===== config.mk =====
export PLATFORM = sky130hd
export DESIGN_NAME = evt_glob_regs
export DESIGN_NICKNAME = d
export VERILOG_FILES = /design/src/rtl/evt_pkg.sv /design/src/rtl/evt_addr_dec.sv /design/src/rtl/evt_main_ctr.sv /design/src/rtl/evt_int_sts.sv /design/src/rtl/evt_glob_regs.sv
export SDC_FILE = /design/constraint.sdc
export NUM_CORES = 1
export LEC_CHECK = 0
export CAP_MARGIN = 20
export CORE_AREA = 2 2 160 162
export CTS_BUF_LIST = sky130_fd_sc_hd__clkbuf_4 sky130_fd_sc_hd__clkbuf_8
export CTS_CLUSTER_SIZE = 8
export DETAILED_ROUTE_END_ITERATION = 16
export DIE_AREA = 0 0 162 164
export DONT_BUFFER_PORTS = 1
export PLACE_DENSITY = 0.54
export SYNTH_ARGS = -nofsm -noshare
export SYNTH_HDL_FRONTEND = slang
export SYNTH_SLANG_ARGS = --single-unit

===== constraint.sdc =====
create_clock -name clk -period 8 [get_ports clk]
set_input_delay 1.6 -clock clk [delete_from_list [all_inputs] [get_ports clk]]
set_output_delay 1.6 -clock clk [all_outputs]
set_load 0.02 [all_outputs]

===== src/rtl/evt_pkg.sv =====
package evt_pkg;

  typedef enum logic [2:0] {
    GK_NONE,
    GK_CAP,
    GK_CFG,
    GK_STS,
    GK_CNT
  } glb_kind_e;

  localparam int unsigned WORD_W = 64;
  localparam int unsigned HALF_W = 32;

endpackage


===== src/rtl/evt_addr_dec.sv =====
module evt_addr_dec #(
  parameter int unsigned NT     = 3,
  parameter int unsigned ADDR_W = 10
) (
  input  logic [ADDR_W-1:3]     addr,
  output evt_pkg::glb_kind_e    kind,
  output logic                  hit,
  output logic [NT-1:0]         sel,
  output logic [1:0]            rcode
);
  import evt_pkg::*;

  localparam int unsigned IW = ADDR_W - 5;
  localparam logic [IW-1:0] NT_W   = IW'(NT);
  localparam logic [IW-1:0] BASE_W = IW'(8);

  logic          is_glb;
  logic [IW-1:0] idx;

  always_comb begin
    is_glb = (addr[ADDR_W-1:8] == '0);
    idx    = addr[ADDR_W-1:5] - BASE_W;
    rcode  = addr[4:3];
    kind   = GK_NONE;
    if (is_glb) begin
      case (addr[7:3])
        5'h00:   kind = GK_CAP;
        5'h02:   kind = GK_CFG;
        5'h04:   kind = GK_STS;
        5'h1E:   kind = GK_CNT;
        default: kind = GK_NONE;
      endcase
    end
    hit = !is_glb && (rcode != 2'd3) && (idx < NT_W);
  end

  for (genvar i = 0; i < NT; i++) begin : g_sel
    assign sel[i] = hit && (idx == IW'(i));
  end

endmodule


===== src/rtl/evt_main_ctr.sv =====
module evt_main_ctr (
  input  logic        clk,
  input  logic        rst_n,
  input  logic        run,
  input  logic        tick_en,
  input  logic        wr,
  input  logic [63:0] wmask,
  input  logic [63:0] wval,
  output logic [63:0] cnt
);
  logic [63:0] cnt_q, cnt_d;
  logic        cnt_ld;

  always_comb begin
    cnt_ld = wr || (run && tick_en);
    if (wr) cnt_d = (wval & wmask) | (cnt_q & ~wmask);
    else    cnt_d = cnt_q + 64'd1;
  end

  always_ff @(posedge clk or negedge rst_n) begin
    if (!rst_n)      cnt_q <= '0;
    else if (cnt_ld) cnt_q <= cnt_d;
  end

  assign cnt = cnt_q;

endmodule


===== src/rtl/evt_int_sts.sv =====
module evt_int_sts #(
  parameter int unsigned NT = 3
) (
  input  logic          clk,
  input  logic          rst_n,
  input  logic [NT-1:0] set,
  input  logic          wr,
  input  logic [NT-1:0] wbits,
  output logic [NT-1:0] sts,
  output logic [NT-1:0] clr_pulse
);
  logic [NT-1:0] sts_q, sts_d, clr_req;
  logic          sts_ld;

  always_comb begin
    clr_req   = wr ? wbits : '0;
    clr_pulse = clr_req & sts_q & ~set;
    sts_d     = (sts_q & ~clr_req) | set;
    sts_ld    = wr || (set != '0);
  end

  always_ff @(posedge clk or negedge rst_n) begin
    if (!rst_n)      sts_q <= '0;
    else if (sts_ld) sts_q <= sts_d;
  end

  assign sts = sts_q;

endmodule


===== src/rtl/evt_glob_regs.sv =====
module evt_glob_regs #(
  parameter int unsigned NT        = 3,
  parameter int unsigned ADDR_W    = 10,
  parameter int unsigned VENDOR_ID = 16'hA5C3,
  parameter int unsigned PERIOD_FS = 10_000_000
) (
  input  logic             clk,
  input  logic             rst_n,
  input  logic             tick_en,
  input  logic [ADDR_W-1:2] bus_addr,
  input  logic             bus_size64,
  input  logic             bus_rd,
  input  logic             bus_wr,
  input  logic [63:0]      bus_wdata,
  output logic [63:0]      bus_rdata,
  output logic             glb_en,
  output logic             legacy_rt,
  output logic [63:0]      main_count,
  input  logic [NT-1:0]    status_set,
  output logic [NT-1:0]    int_status,
  output logic [NT-1:0]    irq_clr,
  output logic [NT-1:0]    tmr_sel,
  output logic [1:0]       tmr_reg,
  output logic             tmr_wr,
  input  logic [NT*64-1:0] tmr_rdata
);
  import evt_pkg::*;

  localparam logic [63:0] CAP_VAL = {32'(PERIOD_FS), 16'(VENDOR_ID),
                                     1'b1, 1'b0, 1'b1, 5'(NT - 1), 8'h01};

  glb_kind_e   kind;
  logic        hit;
  logic        hi, wide;
  logic [63:0] wmask, wlane, raw, rd_d;
  logic [63:0] rd_q;
  logic        en_q, en_d, leg_q, leg_d, cfg_wr;

  evt_addr_dec #(.NT(NT), .ADDR_W(ADDR_W)) u_dec (
    .addr  (bus_addr[ADDR_W-1:3]),
    .kind  (kind),
    .hit   (hit),
    .sel   (tmr_sel),
    .rcode (tmr_reg)
  );

  always_comb begin
    hi    = bus_addr[2];
    wide  = bus_size64 && !hi;
    wmask = wide ? '1 : (hi ? {32'hFFFF_FFFF, 32'h0} : {32'h0, 32'hFFFF_FFFF});
    wlane = hi ? {bus_wdata[31:0], 32'h0} : bus_wdata;
  end

  assign tmr_wr = bus_wr && hit;

  evt_main_ctr u_ctr (
    .clk     (clk),
    .rst_n   (rst_n),
    .run     (en_q),
    .tick_en (tick_en),
    .wr      (bus_wr && (kind == GK_CNT)),
    .wmask   (wmask),
    .wval    (wlane),
    .cnt     (main_count)
  );

  evt_int_sts #(.NT(NT)) u_sts (
    .clk       (clk),
    .rst_n     (rst_n),
    .set       (status_set),
    .wr        (bus_wr && (kind == GK_STS)),
    .wbits     (wlane[NT-1:0] & wmask[NT-1:0]),
    .sts       (int_status),
    .clr_pulse (irq_clr)
  );

  // configuration next state
  always_comb begin
    cfg_wr = bus_wr && (kind == GK_CFG);
    en_d   = (cfg_wr && wmask[0]) ? wlane[0] : en_q;
    leg_d  = (cfg_wr && wmask[1]) ? wlane[1] : leg_q;
  end

  always_ff @(posedge clk or negedge rst_n) begin
    if (!rst_n) begin
      en_q  <= 1'b0;
      leg_q <= 1'b0;
    end else if (cfg_wr) begin
      en_q  <= en_d;
      leg_q <= leg_d;
    end
  end

  assign glb_en    = en_q;
  assign legacy_rt = leg_q;

  // read path
  always_comb begin
    raw = '0;
    case (kind)
      GK_CAP:  raw = CAP_VAL;
      GK_CFG:  raw = {62'h0, leg_q, en_q};
      GK_STS:  raw = 64'(int_status);
      GK_CNT:  raw = main_count;
      default: begin
        for (int i = 0; i < NT; i++) begin
          if (tmr_sel[i]) raw = tmr_rdata[i*64 +: 64];
        end
      end
    endcase
    rd_d = wide ? raw : {32'h0, (hi ? raw[63:32] : raw[31:0])};
  end

  always_ff @(posedge clk or negedge rst_n) begin
    if (!rst_n)      rd_q <= '0;
    else if (bus_rd) rd_q <= rd_d;
  end

  assign bus_rdata = rd_q;

endmodule


* Yosys cells after proc, flatten, opt, wreduce, memory -nomap -nowiden
Index checks and enable logic that the tools add are counted.
** Operators by class
- Add/sub/neg operators :: 2
- Order comparisons :: 1
- Equality and inequality tests :: 10
- Mux-type cells :: 13
- Bitwise gates (word level) :: 11
- Reduce and logical (&&, ||, !) cells :: 23
** Operator list (number)
- 64-bit two-way mux :: 8
- 64-bit one-hot mux with 4 select lines :: 1
- 64-bit AND :: 2
- 64-bit by 1-bit adder with 64-bit output (second input constant) :: 1
- 64-bit inverter :: 1
- 64-bit bitwise OR :: 1
- 32-bit two-way mux :: 1
- 1-bit logical AND :: 13
- 3-bit AND :: 4
- 3-bit one-hot mux with 4 select lines :: 1
- 5-bit by 2-bit equality test with 1-bit output (second input constant) :: 2
- 5-bit zero test :: 2
- 3-bit by 2-bit equality test with 1-bit output (second input constant) :: 2
- 3-bit two-way mux :: 2
- 3-bit inverter :: 2
- 5-bit by 1-bit equality test with 1-bit output (second input constant) :: 1
- 5-bit by 3-bit equality test with 1-bit output (second input constant) :: 1
- 5-bit equality test (second input constant) :: 1
- 5-bit by 2-bit < comparator with 1-bit output (second input constant) :: 1
- 5-bit by 4-bit subtractor with 5-bit output (second input constant) :: 1
- 2-bit AND reduction :: 2
- 3-bit by 1-bit equality test with 1-bit output (second input constant) :: 1
- 3-bit equality test (second input constant) :: 1
- 3-bit bitwise OR :: 1
- other kinds (5) :: 7
** Word-level totals
- Bits in registers :: 133
- Input port bits :: 273
- Output and inout bits :: 142
- Logic and storage cells :: 65

* Depth between registers and ports, before layout
Gate-level depths: netlist of the first run.
- Depth in word-level cells :: 11
- Depth in mapped cells :: 12
- Mapped depth without buffers :: 7

* By module
Synthesis of the first run repeated with hierarchy kept, for this count alone.
** Second synthesis, totals
- Cell total of the unflattened synthesis :: 1207
- Area total of the unflattened synthesis :: 10147.2 µm²
** Modules (own cells, without submodules)
- evt_glob_regs :: times used 1, cells an instance 654, area an instance 5429.0 µm², seq. area each 1651.6 µm²
- evt_main_ctr :: times used 1, cells an instance 519, area an instance 4414.2 µm², seq. area each 1601.5 µm²
- evt_addr_dec :: times used 1, cells an instance 22, area an instance 157.7 µm², seq. area each 0.0 µm²
- evt_int_sts :: times used 1, cells an instance 12, area an instance 146.4 µm², seq. area each 75.1 µm²

* Worst setup path before layout of the first run
OpenSTA, ideal clock, no wires.
- Kind :: input to output
- Start :: input port bus_addr[8] in the netlist's numbering
- End :: output port tmr_sel[2]
- Data arrival time :: 3.280 ns
- Data required time :: 6.400 ns
- Path slack :: 3.120 ns
- Cell stages on the path :: 9
- Buffers on the path :: 4
- Cell sequence :: inv_1 -> ha_1 -> buf_2 -> nor3b_1 -> and4_1 -> clkbuf_1 -> buf_2 -> buf_1 -> and2_1
** On the way
- Longest elaborated chain between the ends :: 5
- Elaborated cells on any way between the ends :: 8
- Classes of those cells :: add/sub: 1; order compare: 1; eq/ne: 1; reduce/logical: 5
** RTL lines
- from (decl) :: RTL line evt_glob_regs.sv:10 : input logic [ADDR_W-1:2] bus_addr,
- parallel branches: the longest is 4 deep, another holds 5-bit by 4-bit subtractor with 5-bit output
- 1-bit logical AND (*) :: RTL line evt_addr_dec.sv:38 : assign sel[i] = hit && (idx == IW'(i));
- to (decl) :: RTL line evt_glob_regs.sv:22 : output logic [NT-1:0] tmr_sel,
Mark *: on every way between the ends.

* Worst setup path in the final report of the first run
- Start :: input port bus_addr[9] in the netlist's numbering
- End :: output port irq_clr[0]
** On the way
- Longest elaborated chain between the ends :: 7
** RTL lines
- 2-bit zero test :: RTL line evt_addr_dec.sv:21 : is_glb = (addr[ADDR_W-1:8] == '0);
- 3-bit two-way mux :: RTL line evt_addr_dec.sv:25 : if (is_glb) begin
- 3-bit by 2-bit equality test with 1-bit output :: RTL line evt_glob_regs.sv:71 : .wr (bus_wr && (kind == GK_STS)),
- 1-bit logical AND :: RTL line evt_glob_regs.sv:71
- 3-bit two-way mux :: RTL line evt_int_sts.sv:16 : clr_req = wr ? wbits : '0;
- 3-bit AND (2 in a row) :: RTL line evt_int_sts.sv:17 : clr_pulse = clr_req & sts_q & ~set;
- to (decl) :: RTL line evt_glob_regs.sv:21 : output logic [NT-1:0] irq_clr,
Every way passes these cells.

==> metrics.txt, run 1 <==
minimum clock period 5136 ps; Crit. End Element output port; GRT Total Usage 35.29%; r2r worst-path depth 5; setup violators final 0; Layout Nets 1312; Min-Delay Path Depth 1; chip width 162 um; Synth top area share 34.46%; Overflow after GRT 0; root buf cell clkbuf_8; CTS clk-pin slew, worst paths 100 ps; post-synthesis xor/xnor area fraction 0.1814%; Yosys cell types 75; Syn Area/Cell 8.653 um^2; mux cell area share after synthesis 7.074%; Initial DRC Count 1449; Slowest-stage cell, CP nor3b_1; Adder-Cell Fraction of Synth Area 0.3887%; CTS Sinks 133; clock skew 14.50 ps; cell types occupying the most area after synthesis dfrtp_1 34%, mux2i_1 6.8%, o2bb2ai_1 5.6%; Synth Area in Compound Gates 32.03%; most common flop cell mapped by yosys dfrtp_1; worst hold path endpoint bus_rdata[41]; count leader, synth dfrtp_1; CTS tree yes; maxcap violations 0; Max clock buf depth 2; Register-to-Register Setup Slack 4900 ps; Post-Syn Instances 1116; fin util 40.90%; Post-synth ARST share 100.0%; area leader, netlist dfrtp_1; Die ar. 26570 um^2; antenna-violating nets left 0; CP top delay family simple AND/OR/NAND/NOR gates; Layout area overhead 5.105%; first-pass GRT wire length 67810 um; CTS Hold Buffers Added 0; status finished clean; Final Max Slew Viols 0; Post-synth top cells 133 x dfrtp_1, 105 x nand2_1, 76 x o21ai_0; worst skew pair latency 460 ps; Leakage 3.835 nW; dpl cell area 9698 um^2; EDFF count, synth 0; DR vias/cell 7.127; largest net degree at the start of global routing 134; Pre-Repair DR Iteration Count 8; crit path launch type input port; Port Buf Inserts 0; total core area 24820 um^2; placed instance count 1347; H-tree levels 4; number of global-route vias before repair 9132; register bit count reported by yosys 133; # rows 58; largest family of logic cells by synthesized area compound AO/OA/AOI/OAI gates; setup TNS 0 ps; Synth Area in Simple Gates 20.34%; final non-filler cell total 1389; RSZ-0062 raised after global routing false; Boundary Pins 415; Hold Path Class reg2reg; Ys Warns 0; RD Place Congestion 0.9398; Relative slew margins 30.13%; Max Clk Rate 194.7 MHz; critical path type in2out; share of layout cells above drive strength 1 7.436%; Vias 9899; Cell Pwr Density 159.2 nW/um^2; Fin. Hold Viols 0; mapped cell area 9657 um^2; register area share after synthesis 34.46%; HP Start bus_rdata[41]; WP buf/inv 1; post-CTS setup buffers 0; initial core utilization 38.91%; Die Y 164 um; Final period util 64.19%; Critical Path RT 6400 ps; Pwr Total 0.001616 W; Net Count, Synth 1392; CTS buffer count 17; initial antenna violation count 11; Critical Path AT 3540 ps; final WL 48550 um; Max FO, Critical Path 9; Slew @ Worst Pin 1044 ps; routed length per instance 34.95 um; post-CTS sizing 0; Post-route DRC 0; final instance area 10150 um^2; Final HPWL DP 36130 um; Max IR drop VDD 0.1184 mV; CP max stage delay 600 ps; CP Cell Sequence inv_1 -> ha_1 -> nand2b_1 -> nor2b_1 -> and4_1 -> nand2_1 -> nor3b_1
-- layout make-up --
class                           instances  area, um^2
Clock buffer                           17       234.0
Tap cell                              330       412.9
Multi-Input combinational cell        860        5814
Clock inverter                         15       192.7
Timing Repair Buffer                   14       105.1
Inverter                               10       37.54
Fill cell                            2561       14670
Sequential cell                       133        3328
Antenna cell                           10       25.02
-- how the worst max path moves through the flow --
stage,cells after the start,startpoint,end,slack [ps]
final,7,bus_addr[9],irq_clr[0],2860
after global routing,7,bus_addr[9],irq_clr[2],2710
after CTS,7,bus_addr[9],irq_clr[0],2900
after detailed placement,7,bus_addr[9],irq_clr[0],2900
after global placement,7,bus_addr[9],irq_clr[2],2970
after floorplan,9,bus_addr[8],tmr_sel[2],3120
-- worst reg2reg max path: stages (launching register included) --
cell,delay [ps]
dfrtp_1,800
and4_1,380
and4_1,640
nand4_1,480
o311a_1,440
a211o_1,270
-- per-stage QoR --
step / setup WS, ps / hold WS, ps
6_report: 2864 / 638.4
5_1_grt: 2707 / 657.3
3_3_place_gp: 2969 / 612.2
2_1_floorplan: 3120 / 595.4
3_5_place_dp: 2902 / 615.7
4_1_cts: 2897 / 637.8
-- per-layer routing --
| layer | global-route usage [%] | routed length, um |
|---|---|---|
| met1 | 47.72 | 19000 |
| met2 | 53.09 | 21740 |
| met3 | 12.63 | 6494 |
| met4 | 10.30 | 1318 |
| met5 | 0 | 0 |
-- kinds of logic after synthesis --
family                     Yosys count
muxes                               68
adders and majority gates            3
DFF                                133
buffers and inverters              123
and+or+nand+nor                    364
xor gates and xnor gates             2
AOI/OAI and AO/OA                  423
-- where the power goes --
part	switching [W]	total, W	leakage, nW	internal (W)
sequential	0.000111	0.000814	1.67	0.000702
clock	0.000329	0.000645	0.209	0.000316
combinational	0.0000861	0.000157	1.96	0.0000711
-- layout by cell type (no fill, tap or decap), types with 22 or more instances in the layout --
cell type,n
a22oi_1,48
nand4_1,33
dfrtp_1,133
nand2_1,104
mux2i_1,66
a21oi_1,53
nor2_1,57
o2bb2ai_1,62
nand3_1,40
a221oi_1,22
o21ai_0,76
Power figures use the tool's default switching activity.
==> run 2: changes to the inputs <==
- clock period: 8 -> 5.3 ns (I/O delays scaled with it)
==> run 2 against run 1 <==
Compared with the run above:
- first-iteration DRC count shrank 4.6%
- via count grew 1.7%
- combinational power grew 54%
- non-clock buffer count grew 5
- clock skew grew 6.2 ps
- design area grew 0.20%
- hold slack lost 370 ps
- clock-buffer cell count is the same
- final cell count shrank 0.14%
- die area is the same
- global-route usage grew 0.52 points
- critical path depth is the same
- critical path type unchanged
- largest power group unchanged
==> metrics.txt, run 2 (same netlist as run 1, synthesis figures left out) <==
commonest non-fill, non-tap cell in the layout dfrtp_1 (unchanged); antenna-violating nets left 0 (unchanged); share of layout cells above drive strength 1 7.875% (was 7.436%); Crit. End Element output port (unchanged); hold_ws 265.4 ps (was 638.4 ps); Die ar. 26570 um^2 (unchanged); setup TNS 0 ps (unchanged); Relative slew margins 24.62% (was 30.13%); Port Buf Inserts 0 (unchanged); Layout fillers 2591 (was 2561); CTS clk-pin slew, worst paths 100 ps (about the same); Layout Nets 1317 (was 1312); crit path launch type input port (unchanged); Critical Path RT 4240 ps (was 6400 ps); Max clock buf depth 2 (unchanged); Overflow after GRT 0 (unchanged); Critical Path AT 3050 ps (was 3540 ps); routed length per instance 35.69 um (was 34.95 um); Max IR drop VDD 0.1841 mV (was 0.1184 mV); minimum clock period 4105 ps; initial antenna violation count 3 (was 11); critical path type in2out (unchanged); Reg area 3328 um^2 (unchanged); Cell Pwr Density 242.0 nW/um^2 (was 159.2 nW/um^2); setup violators final 0 (unchanged); number of global-route vias before repair 9348 (was 9132); Max FO, Critical Path 9 (unchanged); Pre-Repair DR Iteration Count 5 (was 8); largest net degree at the start of global routing 134 (unchanged); H-tree levels 4 (unchanged); dpl cell area 9736 um^2 (was 9698 um^2); worst skew pair latency 480 ps (was 460 ps); area of the multi-input gates 5814 um^2 (unchanged); clock skew 20.70 ps (was 14.50 ps); chip width 162 um (unchanged); total core area 24820 um^2 (unchanged); Final Max Slew Viols 0 (unchanged); CTS tree yes (unchanged); Layout area overhead 5.313% (was 5.105%); Hold Path Class in2async (was reg2reg); root buf cell clkbuf_8 (unchanged); maxcap violations 0 (unchanged); Post-route DRC 0 (unchanged); Register-to-Register Setup Slack 2210 ps (was 4900 ps); first-pass GRT wire length 68860 um (was 67810 um); Slew @ Worst Pin 1131 ps (was 1044 ps); status finished clean (unchanged); post-CTS setup buffers 0 (unchanged); Final period util 77.46%; fin util 40.98% (was 40.90%); Boundary Pins 415 (unchanged); RSZ-0062 raised after global routing false (unchanged); Fin. Hold Viols 0 (unchanged); DR vias/cell 7.260 (was 7.127); initial core utilization 38.91% (unchanged); Die Y 164 um (unchanged); CTS Sinks 133 (unchanged); Pwr Total 0.002461 W (was 0.001616 W); commonest cells after routing, fill and taps aside 133 x dfrtp_1, 104 x nand2_1, 76 x o21ai_0, 66 x mux2i_1, 62 x o2bb2ai_1 (unchanged); final WL 49500 um (was 48550 um); # rows 58 (unchanged); Initial DRC Count 1383 (was 1449); RD Place Congestion 0.9453 (was 0.9398); final instance area 10170 um^2 (was 10150 um^2); Leakage 3.871 nW (was 3.835 nW); r2r worst-path depth 5 (unchanged); CTS buffer count 17 (unchanged); Max Clk Rate 243.6 MHz; GRT Total Usage 35.81% (was 35.29%); CTS Hold Buffers Added 0 (unchanged); post-CTS sizing 0 (unchanged); Final HPWL DP 37010 um (was 36130 um); Vias 10.07k (was 9899)
[run 2: cell count changes in the layout (fill, tap and decap cells not counted)]
cell,change
buf_4,+5
clkinv_2,+2
clkinv_4,-1
clkinvlp_4,-2
diode_2,-7
inv_6,-1
inv_8,+2
[run 2: through the flow]
step	setup WS, ps	std cells
after CTS	1237	1384
after detailed placement	1239	1352
final	1195	1387
after floorplan	1500	1116
after global routing	1017	1384
after global placement	1253	1352
[run 2: worst max path at each step]
| stage | start | end | slack, ps | cells past startpoint |
|---|---|---|---|---|
| after CTS | bus_addr[9] | irq_clr[0] | 1240 | 7 |
| after floorplan | bus_addr[8] | tmr_sel[2] | 1500 | 9 |
| after global placement | bus_addr[9] | irq_clr[1] | 1250 | 7 |
| final | bus_addr[9] | irq_clr[1] | 1190 | 7 |
| after detailed placement | bus_addr[9] | irq_clr[0] | 1240 | 7 |
| after global routing | bus_addr[9] | irq_clr[2] | 1020 | 7 |
[run 2: metal layers]
layer  wire, um  share of wire (%)  vias up  global-route usage (%)
met3       5941                 12       83                   12.42
li1           -                  -     4245                       -
met1      19740                 40     5075                   47.41
met4       1337                2.7        2                   9.413
met2      22470                 45      664                   55.92
met5         14              0.028        -                       0
[run 2: worst max-delay path, stage by stage]
cell and delay [ps]:
inv_1 50, ha_1 330, nand2b_1 120, nor2b_1 500, and4_1 330, nand2_1 90
nor3b_1 570
[run 2: final cells by class]
class                   count  area share, %
flip-flops and latches    133          32.73
repair buffers             19          1.403
clock buffers              17          2.301
diodes                      3        0.07382
multi-input cells         860          57.17
clock inverters            15          1.895
inverters                  10         0.3691
well taps                 330          4.060
[run 2: report_power, final]
part           internal [W]  switching [W]  total (W)
logic              0.000108       0.000133   0.000241
clock network      0.000480       0.000509   0.000989
registers           0.00106       0.000171    0.00123
==> run 3: changes to the inputs <==
- ABC_AREA: unset -> 1
- CORE_AREA: 2 2 160 162 -> 2 2 163 165
- DIE_AREA: 0 0 162 164 -> 0 0 165 167
- PLACE_DENSITY: 0.54 -> 0.59
- clock period: 5.3 -> 3.5 ns (I/O delays scaled with it)
==> run 3 against run 2 <==
Compared with the run above:
- the run now ends with negative hold slack left
- via count increased by 24%
- clock skew is 7.1 ps higher
- design area grew 12%
- synthesized cell count up 67%
- critical endpoint unchanged
==> metrics.txt, run 3 <==
cell types occupying the most area after synthesis dfrtp_1 31%, nand2_1 29%, nor2_1 9.6% (was dfrtp_1 34%, mux2i_1 6.8%, o2bb2ai_1 5.6%); Post-route DRC 0 (unchanged); Ys Warns 0 (unchanged); met2 usage 59.62% (was 55.92%); critical path type in2out (unchanged); register bit count reported by yosys 133 (unchanged); Hold Path Class in2async (unchanged); H-tree levels 4 (unchanged); hold_ws -95.14 ps (was 265.4 ps); GRT Total Usage 37.16% (was 35.81%); Post-synth top cells 818 x nand2_1, 275 x nor2_1, 155 x nand3_1 (was 133 x dfrtp_1, 105 x nand2_1, 76 x o21ai_0); internal power 0.002914 W (was 0.001648 W); initial antenna violation count 4 (was 3); Synth top area share 30.92% (was 34.46%); Vias 12.47k (was 10.07k); Comb pwr share 21.7% (was 9.8%); Yosys cell types 38 (was 75); Flop pwr share 51.4% (was 50.0%); Layout area overhead 6.289% (was 5.313%); largest net degree at the start of global routing 134 (unchanged); Syn Area/Cell 5.787 um^2 (was 8.653 um^2); final WL 52090 um (was 49500 um); DR vias/cell 5.704 (was 7.260); Net Sw Power 0.002549 W (was 0.0008127 W); Layout Nets 2110 (was 1317); post-CTS sizing 0 (unchanged); Final Max Slew Viols 0 (unchanged); commonest non-fill, non-tap cell in the layout nand2_1 (was dfrtp_1); area leader, netlist dfrtp_1 (unchanged); met3 usage 8.593% (was 12.42%); most common flop cell mapped by yosys dfrtp_1 (unchanged); RSZ-0062 raised after global routing false (unchanged); first-pass GRT wire length 75590 um (was 68860 um); RD Place Congestion 0.9949 (was 0.9453); post-CTS setup buffers 0 (unchanged); Die Y 167 um (was 164 um); chip width 165 um (was 162 um); Max clock buf depth 2 (unchanged); worst skew pair latency 480 ps (about the same); total core area 25760 um^2 (was 24820 um^2); Clock power frac 26.8% (was 40.2%); Fin. Hold Viols 133 (was 0); CTS tree yes (unchanged); share of layout cells above drive strength 1 5.847% (was 7.875%); Max IR drop VDD 0.2790 mV (was 0.1841 mV); register area share after synthesis 30.92% (was 34.46%); Critical Path AT 2120 ps (was 3050 ps); number of global-route vias before repair 11.87k (was 9348); root buf cell clkbuf_8 (unchanged); CTS clk-pin slew, worst paths 100 ps (about the same); Leakage 5.664 nW (was 3.871 nW); initial core utilization 41.78% (was 38.91%); CTS Sinks 133 (unchanged); count leader, synth nand2_1 (was dfrtp_1); routed length per instance 23.83 um (was 35.69 um); crit path launch type input port (unchanged); mapped cell area 10760 um^2 (was 9657 um^2); EDFF count, synth 0 (unchanged); Net Count, Synth 2136 (was 1392); Post-Syn Instances 1860 (was 1116); Final HPWL DP 40650 um (was 37010 um); Post-synth ARST share 100.0% (unchanged); CTS buffer count 17 (unchanged); Overflow after GRT 0 (unchanged); layer with the highest usage met2 (unchanged); Pre-Repair DR Iteration Count 8 (was 5); clock skew 27.84 ps (was 20.70 ps); # rows 59 (was 58); maxcap violations 0 (unchanged); Max FO, Critical Path 10 (was 9); status finished with violations (was finished clean); Slew @ Worst Pin 1051 ps (was 1131 ps); Die ar. 27560 um^2 (was 26570 um^2); Crit. End Element output port (unchanged); failing checks negative hold slack; antenna-violating nets left 0 (unchanged); Cell Pwr Density 477.5 nW/um^2 (was 242.0 nW/um^2); Port Buf Inserts 0 (unchanged); switching share of power 46.65% (was 33.03%); commonest cells after routing, fill and taps aside 818 x nand2_1, 275 x nor2_1, 155 x nand3_1, 133 x dfrtp_1, 119 x inv_1 (was 133 x dfrtp_1, 104 x nand2_1, 76 x o21ai_0, 66 x mux2i_1, 62 x o2bb2ai_1); minimum clock period 2820 ps; Final period util 80.58%; Relative slew margins 29.54% (was 24.62%); Boundary Pins 415 (unchanged); Initial DRC Count 1287 (was 1383); Max Clk Rate 354.6 MHz; met1 GRT Util 48.19% (was 47.41%); Critical Path RT 2800 ps (was 4240 ps); setup TNS 0 ps (unchanged); setup violators final 0 (unchanged)
-- run 3: kinds of logic after synthesis --
| family | after synthesis | synth area share, % |
|---|---|---|
| buffers and inverters | 207 | 8.439 |
| AND/OR/NAND/NOR | 1333 | 50.76 |
| XOR/XNOR | 13 | 1.058 |
| AO/OA/AOI/OAI | 171 | 8.474 |
| adder cells (fa/ha/maj) | 3 | 0.3488 |
| flip-flops | 133 | 30.92 |
-- run 3: power groups by stage --
| stage | clock [W] | sequential, W | combinational [W] |
|---|---|---|---|
| finish | 0.00147 | 0.00281 | 0.00119 |
| global placement | 0 | 0.00282 | 0.00115 |
| CTS | 0.00146 | 0.00279 | 0.00116 |
| floorplan | 0 | 0.00248 | 0.000895 |
| global route | 0.00154 | 0.00284 | 0.00134 |
| detailed placement | 0 | 0.00282 | 0.00116 |
-- run 3: per-layer routing --
layer	vias up	routed length [um]
met2	731	23940
met1	5805	20270
met3	107	5790
met4	0	2076
li1	5825	-
met5	-	0
-- run 3: final timing paths --
| check | start | to | slack, ps | cells past startpoint |
|---|---|---|---|---|
| max in group asynchronous | rst_n | asynchronous set/reset pin | 3390 | 0 |
| worst max register to register | register | register | 1040 | 11 |
| min in group clk | status_set[2] | u_sts.sts[2] | 360 | 2 |
| worst min-delay path | rst_n | bus_rdata[53] | -100 | 0 |
| worst min register to register | bus_rdata[42] | bus_rdata[42] | 630 | 2 |
| worst max-delay path | bus_addr[9] | irq_clr[1] | 680 | 9 |
-- run 3: critical path, stage by stage --
cell     delay, ps
inv_1           60
ha_1           380
nand2_1        100
nor2_1         150
inv_1          100
nor2_1         260
nand2_1        110
nor2_1         100
buf_4          150
-- run 3: layout make-up --
type	instances	area (um^2)
clock inverter	14	173.9
tap	335	419.2
antenna	4	10.01
clock buffer	18	241.5
sequential	133	3328
inverter	129	488.0
timing repair buffer	33	247.7
fill	2879	14320
multi-input combinational	1520	6533
-- run 3: through the flow --
step	util [%]	std cells	worst slack, ps	cell area [um^2]	total power, W
floorplan	-	1860	924.1	10760	0.003377
global placement	42.76	2150	470.0	11020	0.003968
detailed placement	42.76	2150	428.0	11020	0.003979
CTS	44.37	2182	719.8	11430	0.005413
global route	44.41	2186	486.2	11440	0.005720
finish	44.41	2186	679.6	11440	0.005463
